**src/rtl/iir1_pkg.sv**
```systemverilog
package iir1_pkg;

    // Schedule slots of the controller
    typedef enum logic [2:0] {
        ST_IDLE = 3'd0,
        ST_C1   = 3'd1,
        ST_C2   = 3'd2,
        ST_C3   = 3'd3,
        ST_C4   = 3'd4,
        ST_C5   = 3'd5
    } sched_st_e;

    // Adder operand pairing
    typedef enum logic [1:0] {
        ADD_RA_X  = 2'd0,
        ADD_RA_RB = 2'd1,
        ADD_RC_RD = 2'd2
    } add_sel_e;

    // Per-slot steering and enables
    typedef struct packed {
        logic     m0_sel;   // 0: d0*b0   1: rC*a1
        logic     m1_sel;   // 0: d0*a0   1: d1*a1
        add_sel_e add_sel;
        logic     en_a;
        logic     en_b;
        logic     en_c;
        logic     en_d;
    } dp_ctrl_t;

endpackage

```
**src/rtl/iir1_qmul.sv**
```systemverilog
module iir1_qmul #(
    parameter int DATA_W = 16,
    parameter int FRAC_W = 15
) (
    input  logic signed [DATA_W-1:0] op_x,
    input  logic signed [DATA_W-1:0] op_y,
    output logic signed [DATA_W-1:0] prod
);
    localparam int FULL_W = 2 * DATA_W;

    logic signed [FULL_W-1:0] full_prod;

    always_comb begin
        full_prod = $signed(FULL_W'(op_x)) * $signed(FULL_W'(op_y));
        prod      = DATA_W'(full_prod >>> FRAC_W);
    end

    // Two most-negative operands wrap back to the most-negative value
    always_comb begin
        if (op_x == {1'b1, {(DATA_W-1){1'b0}}} && op_y == {1'b1, {(DATA_W-1){1'b0}}}
            && FRAC_W == DATA_W - 1) begin
            p_minneg_wrap_r3: assert (prod == {1'b1, {(DATA_W-1){1'b0}}});
        end
    end

endmodule

```
**src/rtl/iir1_ctrl.sv**
```systemverilog
module iir1_ctrl
    import iir1_pkg::*;
(
    input  logic     clk,
    input  logic     rst,
    input  logic     start_i,
    output dp_ctrl_t ctrl_o,
    output logic     done_o
);
    typedef struct packed {
        sched_st_e st;
        logic      done;
    } ctrl_state_t;

    ctrl_state_t cs_d, cs_q;

    // Next state
    always_comb begin
        cs_d      = cs_q;
        cs_d.done = 1'b0;
        unique case (cs_q.st)
            ST_IDLE: if (start_i) cs_d.st = ST_C1;
            ST_C1:   cs_d.st = ST_C2;
            ST_C2:   cs_d.st = ST_C3;
            ST_C3:   cs_d.st = ST_C4;
            ST_C4:   cs_d.st = ST_C5;
            ST_C5: begin
                cs_d.st   = ST_IDLE;
                cs_d.done = 1'b1;
            end
            default: cs_d.st = ST_IDLE;
        endcase
    end

    always_ff @(posedge clk) begin
        if (rst) begin
            cs_q <= '{st: ST_IDLE, done: 1'b0};
        end else begin
            cs_q <= cs_d;
        end
    end

    // Slot decode: steering and register enables
    always_comb begin
        ctrl_o         = '0;
        ctrl_o.add_sel = ADD_RA_X;
        unique case (cs_q.st)
            ST_C1: begin
                ctrl_o.m0_sel = 1'b0;
                ctrl_o.m1_sel = 1'b0;
                ctrl_o.en_a   = 1'b1;
                ctrl_o.en_b   = 1'b1;
            end
            ST_C2: begin
                ctrl_o.m1_sel  = 1'b1;
                ctrl_o.add_sel = ADD_RA_X;
                ctrl_o.en_c    = 1'b1;
                ctrl_o.en_d    = 1'b1;
            end
            ST_C3: begin
                ctrl_o.m0_sel = 1'b1;
                ctrl_o.en_a   = 1'b1;
            end
            ST_C4: begin
                ctrl_o.add_sel = ADD_RA_RB;
                ctrl_o.en_c    = 1'b1;
            end
            ST_C5: begin
                ctrl_o.add_sel = ADD_RC_RD;
                ctrl_o.en_c    = 1'b1;
            end
            default: ;
        endcase
    end

    assign done_o = cs_q.done;

    p_idle_start_r5: assert property (@(posedge clk) disable iff (rst)
        (cs_q.st == ST_IDLE && start_i) |=> (cs_q.st == ST_C1));
    p_last_slot_done_r5: assert property (@(posedge clk) disable iff (rst)
        (cs_q.st == ST_C5) |=> (done_o && cs_q.st == ST_IDLE));
    p_done_single_r5: assert property (@(posedge clk) disable iff (rst)
        done_o |=> !done_o);
    p_busy_c2_r7: assert property (@(posedge clk) disable iff (rst)
        (cs_q.st == ST_C2) |=> (cs_q.st == ST_C3));
    p_busy_c3_r7: assert property (@(posedge clk) disable iff (rst)
        (cs_q.st == ST_C3) |=> (cs_q.st == ST_C4));

endmodule

```
**src/rtl/iir1_datapath.sv**
```systemverilog
module iir1_datapath
    import iir1_pkg::*;
#(
    parameter int DATA_W = 16,
    parameter int FRAC_W = 15
) (
    input  logic                     clk,
    input  logic                     rst,
    input  dp_ctrl_t                 ctrl_i,
    input  logic signed [DATA_W-1:0] samp_i,
    input  logic signed [DATA_W-1:0] tap0_i,
    input  logic signed [DATA_W-1:0] tap1_i,
    input  logic signed [DATA_W-1:0] fb_a0_i,
    input  logic signed [DATA_W-1:0] fb_a1_i,
    input  logic signed [DATA_W-1:0] ff_b0_i,
    output logic signed [DATA_W-1:0] result_o
);
    localparam int NUM_MUL = 2;

    typedef struct packed {
        logic signed [DATA_W-1:0] ra;   // p0, then s1
        logic signed [DATA_W-1:0] rb;   // p1
        logic signed [DATA_W-1:0] rc;   // s0, then s2, then y
        logic signed [DATA_W-1:0] rd;   // p2
    } dp_regs_t;

    dp_regs_t rg_d, rg_q;

    logic signed [DATA_W-1:0] mul_x [NUM_MUL];
    logic signed [DATA_W-1:0] mul_y [NUM_MUL];
    logic signed [DATA_W-1:0] mul_p [NUM_MUL];
    logic signed [DATA_W-1:0] add_l, add_r, add_s;

    // Multiplier operand steering
    always_comb begin
        mul_x[0] = ctrl_i.m0_sel ? rg_q.rc : tap0_i;
        mul_y[0] = ctrl_i.m0_sel ? fb_a1_i : ff_b0_i;
        mul_x[1] = ctrl_i.m1_sel ? tap1_i  : tap0_i;
        mul_y[1] = ctrl_i.m1_sel ? fb_a1_i : fb_a0_i;
    end

    for (genvar g = 0; g < NUM_MUL; g++) begin : g_mul
        iir1_qmul #(
            .DATA_W(DATA_W),
            .FRAC_W(FRAC_W)
        ) u_qmul (
            .op_x(mul_x[g]),
            .op_y(mul_y[g]),
            .prod(mul_p[g])
        );
    end

    // Shared adder with steering
    always_comb begin
        unique case (ctrl_i.add_sel)
            ADD_RA_RB: begin add_l = rg_q.ra; add_r = rg_q.rb; end
            ADD_RC_RD: begin add_l = rg_q.rc; add_r = rg_q.rd; end
            default:   begin add_l = rg_q.ra; add_r = samp_i;  end
        endcase
        add_s = add_l + add_r;
    end

    // Register next values
    always_comb begin
        rg_d = rg_q;
        if (ctrl_i.en_a) rg_d.ra = mul_p[0];
        if (ctrl_i.en_b) rg_d.rb = mul_p[1];
        if (ctrl_i.en_c) rg_d.rc = add_s;
        if (ctrl_i.en_d) rg_d.rd = mul_p[1];
    end

    always_ff @(posedge clk) begin
        if (rst) begin
            rg_q <= '0;
        end else begin
            rg_q <= rg_d;
        end
    end

    assign result_o = rg_q.rc;

    // Loading register C in slot 5 places the wrapped sum of C and D there
    p_final_sum_r4: assert property (@(posedge clk) disable iff (rst)
        (ctrl_i.en_c && ctrl_i.add_sel == ADD_RC_RD)
        |=> (rg_q.rc == DATA_W'($past(rg_q.rc) + $past(rg_q.rd))));

endmodule

```
**src/rtl/iir1_sched_dp.sv**
```systemverilog
module iir1_sched_dp
    import iir1_pkg::*;
#(
    parameter int DATA_W = 16,
    parameter int FRAC_W = 15
) (
    input  logic              clk,
    input  logic              rst,
    input  logic              start_i,
    input  logic [DATA_W-1:0] samp_i,
    input  logic [DATA_W-1:0] tap0_i,
    input  logic [DATA_W-1:0] tap1_i,
    input  logic [DATA_W-1:0] fb_a0_i,
    input  logic [DATA_W-1:0] fb_a1_i,
    input  logic [DATA_W-1:0] ff_b0_i,
    output logic [DATA_W-1:0] result_o,
    output logic              done_o
);
    dp_ctrl_t                 ctrl;
    logic signed [DATA_W-1:0] res_s;

    iir1_ctrl u_ctrl (
        .clk    (clk),
        .rst    (rst),
        .start_i(start_i),
        .ctrl_o (ctrl),
        .done_o (done_o)
    );

    iir1_datapath #(
        .DATA_W(DATA_W),
        .FRAC_W(FRAC_W)
    ) u_dp (
        .clk     (clk),
        .rst     (rst),
        .ctrl_i  (ctrl),
        .samp_i  ($signed(samp_i)),
        .tap0_i  ($signed(tap0_i)),
        .tap1_i  ($signed(tap1_i)),
        .fb_a0_i ($signed(fb_a0_i)),
        .fb_a1_i ($signed(fb_a1_i)),
        .ff_b0_i ($signed(ff_b0_i)),
        .result_o(res_s)
    );

    assign result_o = res_s;

    p_reset_clear_r1: assert property (@(posedge clk)
        rst |=> (!done_o && result_o == '0));
    p_hold_after_done_r6: assert property (@(posedge clk) disable iff (rst)
        done_o |=> $stable(result_o));

endmodule

```
**config.mk**
```make
export PLATFORM = sky130hd
export DESIGN_NAME = iir1_sched_dp
export DESIGN_NICKNAME = d
export VERILOG_FILES = /design/src/rtl/iir1_pkg.sv /design/src/rtl/iir1_qmul.sv /design/src/rtl/iir1_ctrl.sv /design/src/rtl/iir1_datapath.sv /design/src/rtl/iir1_sched_dp.sv
export SDC_FILE = /design/constraint.sdc
export NUM_CORES = 2
export LEC_CHECK = 0
export BUFFER_PORTS_ARGS = -buffer_cell sky130_fd_sc_hd__buf_2
export CELL_PAD_IN_SITES_DETAIL_PLACEMENT = 1
export CELL_PAD_IN_SITES_GLOBAL_PLACEMENT = 2
export CORE_MARGIN = 4
export CORE_UTILIZATION = 40
export DETAILED_ROUTE_END_ITERATION = 8
export GPL_ROUTABILITY_DRIVEN = 0
export GPL_TIMING_DRIVEN = 0
export HOLD_SLACK_MARGIN = 0.08
export PLACE_DENSITY = 0.88
export SLEW_MARGIN = 10
export SYNTH_ARGS = -nofsm -noshare
export SYNTH_HDL_FRONTEND = slang
export SYNTH_SLANG_ARGS = --single-unit
```
**constraint.sdc**
```tcl
create_clock -name clk -period 8.8 [get_ports clk]
set_input_delay 1.76 -clock clk [delete_from_list [all_inputs] [get_ports clk]]
set_output_delay 1.76 -clock clk [all_outputs]
set_load 0.05 [all_outputs]
```
==> impl_metrics.ini <==
[run_status]
status = finished, final reports clean

[sta]
hold_slack_ns = 0.4589
finalSetupViolCount = 0
slew_viol_final = 0
slew_headroom_pct = 22.86
hold_viol_final = 0
post-route-period-util_pct = 97.65
fmaxAchievable_ghz = 0.1164
fin_setup_tns_ns = 0
tightest_slew_ns = 1.125
final.min_clock_period_ns = 8.594
skew_ns = 0.009216

[setup_path]
r2r-start = u_ctrl.cs_q[1]
cp_num_buf_inv = 4
rrSetupSlack_ns = 0.34
crit_end = u_dp.rg_q[63]
slowest_stage = fa_1
critical_path_arrival_ns = 8.81
slowest_delay_ns = 0.62
cp_max_fo = 10
path_class = primary input to register
r2r-end = u_dp.rg_q[63]
r2r_cells = 25
path_depth = 22
start_kind = primary input
cp_data_required_time_ns = 9.01
path_cells = buf_2 > mux2i_2 > clkbuf_2 > nor2_1 > fa_1 > inv_1 > fa_1 > fa_1 > inv_1 > fa_1 > fa_1 > fa_1 > ha_1 > and3_1 > nand4_1 > nor2_1 > o21ai_2 > a21oi_2 > nor3_2 > o41ai_2 > xnor2_1 > o21ai_0
path_common_cell = fa_1
crit_path_end_kind = register
crit_family = adder cells
crit_path_start = fb_a1_i[4]

[die]
die_h_um = 246.5
ioPinCount = 116
die-area_um2 = 60750
die_w_um = 246.5
start_util_pct = 40.35
rows = 87
core_um2 = 56390

[clock_network]
htreeDepth = 3
cts_sinks = 68
root_buffer = clkbuf_16
cts_tree = built
clock_path_buffers = 2
numCtsBuffers = 9
hold_buffers = 0
clock_latency_ns = 0.34
clkTransAtPathRegs_ns = 0.06

[final_layout]
drive_gt1_share_pct = 10.57
nets = 3549
final_cell_mix = 569 x inv_1, 510 x fa_1, 424 x nand2_1
insertedDiodeCount = 0
finalInstanceArea_um2 = 24860
syn_to_final_growth_pct = 9.250
mostFrequentLayoutCell = inv_1

[synth]
synth-seq-area-share_pct = 5.984
synth-seq-cells = 68
synth_edf_count = 0
synthArstFlopShare_pct = 0
synthesis.area_um2 = 22750
ys_warn_count = 0
syn_inst = 2645
synth_cell_types = 60
synthesis.nets = 3427
synth_top_flop_cell = dfxtp_1
postSynthAreaPerCell_um2 = 8.601

[drt]
drc = 0
vias_per_cell = 5.393
wl_per_cell_um = 23.42
wl_um = 82590
drt_iter0_markers = 1192
ant_nets = 0
firstDrtPassIters = 5
vias = 19020

[job]
drv_cap = 0

[global_route]
first_global_vias = 21560
antenna_found_initial = 2
track_usage_pct = 27.76
grt_first_pass_wirelength_um = 127800
grt_max_degree = 14
grt-ovfl-total = 0

[hold_path]
hold_path_class = register to register

[placement]
placed_cell_area_um2 = 24260
io_buffers = 112
dp_hpwl_um = 70610
-- layer usage --
metal / GRT usage (%) / up-vias / part of all wire [%]
met5: 0 / - / 0.016
met4: 10.18 / 2 / 3.9
met3: 4.756 / 162 / 8.2
met2: 45.03 / 722 / 47
met1: 37.49 / 9908 / 41
li1: - / 8226 / -
-- kinds of logic after synthesis --
group | synth area share (%)
xor gates and xnor gates | 2.502
adders and majority gates | 54.42
and+or+nand+nor | 15.34
DFF | 5.984
muxes | 4.895
buffers and inverters | 11.31
AOI/OAI and AO/OA | 5.549
-- area by class of cell --
| class | instances | area [um2] |
|---|---|---|
| multi-input combinational | 1912 | 19070 |
| inverter | 571 | 2143 |
| clock inverter | 1 | 5.005 |
| fill | 6782 | 31530 |
| timing repair buffer | 114 | 575.6 |
| sequential | 68 | 1361 |
| buffer | 91 | 467.9 |
| clock buffer | 14 | 284.0 |
| tap | 756 | 945.9 |
-- synth_stat cells (6+ instances only) --
cell type / n / area share, %
nor3_1: 22 / 0.48
inv_1: 570 / 9.4
fa_1: 511 / 45
buf_1: 8 / 0.13
and2_1: 12 / 0.33
dfxtp_1: 68 / 6.0
ha_1: 172 / 9.5
a21oi_1: 91 / 2.0
xnor2_1: 48 / 1.8
o21a_1: 8 / 0.26
o21ai_0: 30 / 0.66
a211oi_1: 7 / 0.23
nand4_1: 11 / 0.30
a22oi_1: 18 / 0.59
a21o_1: 7 / 0.23
clkbuf_1: 66 / 1.1
and3_1: 13 / 0.36
or2_2: 15 / 0.41
a211o_1: 6 / 0.23
buf_4: 18 / 0.59
nand3_1: 21 / 0.46
xor2_1: 17 / 0.65
mux2i_1: 64 / 2.8
mux2_2: 42 / 2.1
nand2_1: 433 / 7.1
nor2_1: 299 / 4.9
nand2b_1: 8 / 0.22
-- state kept, by name, indices dropped and copies added, names as in the netlist --
| name | cells |
|---|---|
| u_dp.result_o | 16 |
| u_ctrl.cs_q | 3 |
| u_dp.rg_q | 48 |
| u_ctrl.done_o | 1 |
-- how the worst min path moves through the flow --
stage / start / endpoint / slack (ns) / depth (start not counted)
after CTS: u_dp.rg_q[52] / u_dp.rg_q[52] / 0.46 / 2
after detailed placement: u_dp.rg_q[54] / u_dp.rg_q[54] / 0.45 / 2
after global routing: u_dp.rg_q[49] / u_dp.rg_q[49] / 0.48 / 2
final: u_dp.rg_q[54] / u_dp.rg_q[54] / 0.46 / 2
after floorplan: u_dp.rg_q[53] / u_dp.rg_q[53] / 0.42 / 2
after global placement: u_dp.rg_q[50] / u_dp.rg_q[50] / 0.44 / 2
-- metrics by stage --
step / setup WS [ns] / util (%) / instances
5_1_grt: -0.01876 / 44.08 / 3527
6_report: 0.2064 / 44.08 / 3527
2_1_floorplan: 0.7355 / - / 2645
3_5_place_dp: -1.793 / 43.02 / 3513
4_1_cts: 0.01907 / 43.81 / 3526
3_3_place_gp: -1.609 / 43.02 / 3513
-- tightest hold or removal path: cells and delay by family, from the launching register on --
kind             cells  cell delay (ns)
AO/OA/AOI/OAI        1             0.05
flip-flops           1             0.31
AND/OR/NAND/NOR      1             0.05
-- repair_timing --
action	CTS	global route
endpoints found under the setup margin	48	11
pin swaps	1	1
buffers inserted	1	1
resized for setup	55	55
Power is not shown: default switching activity piles up to over one toggle a cycle in this logic, so the estimate is an artifact.
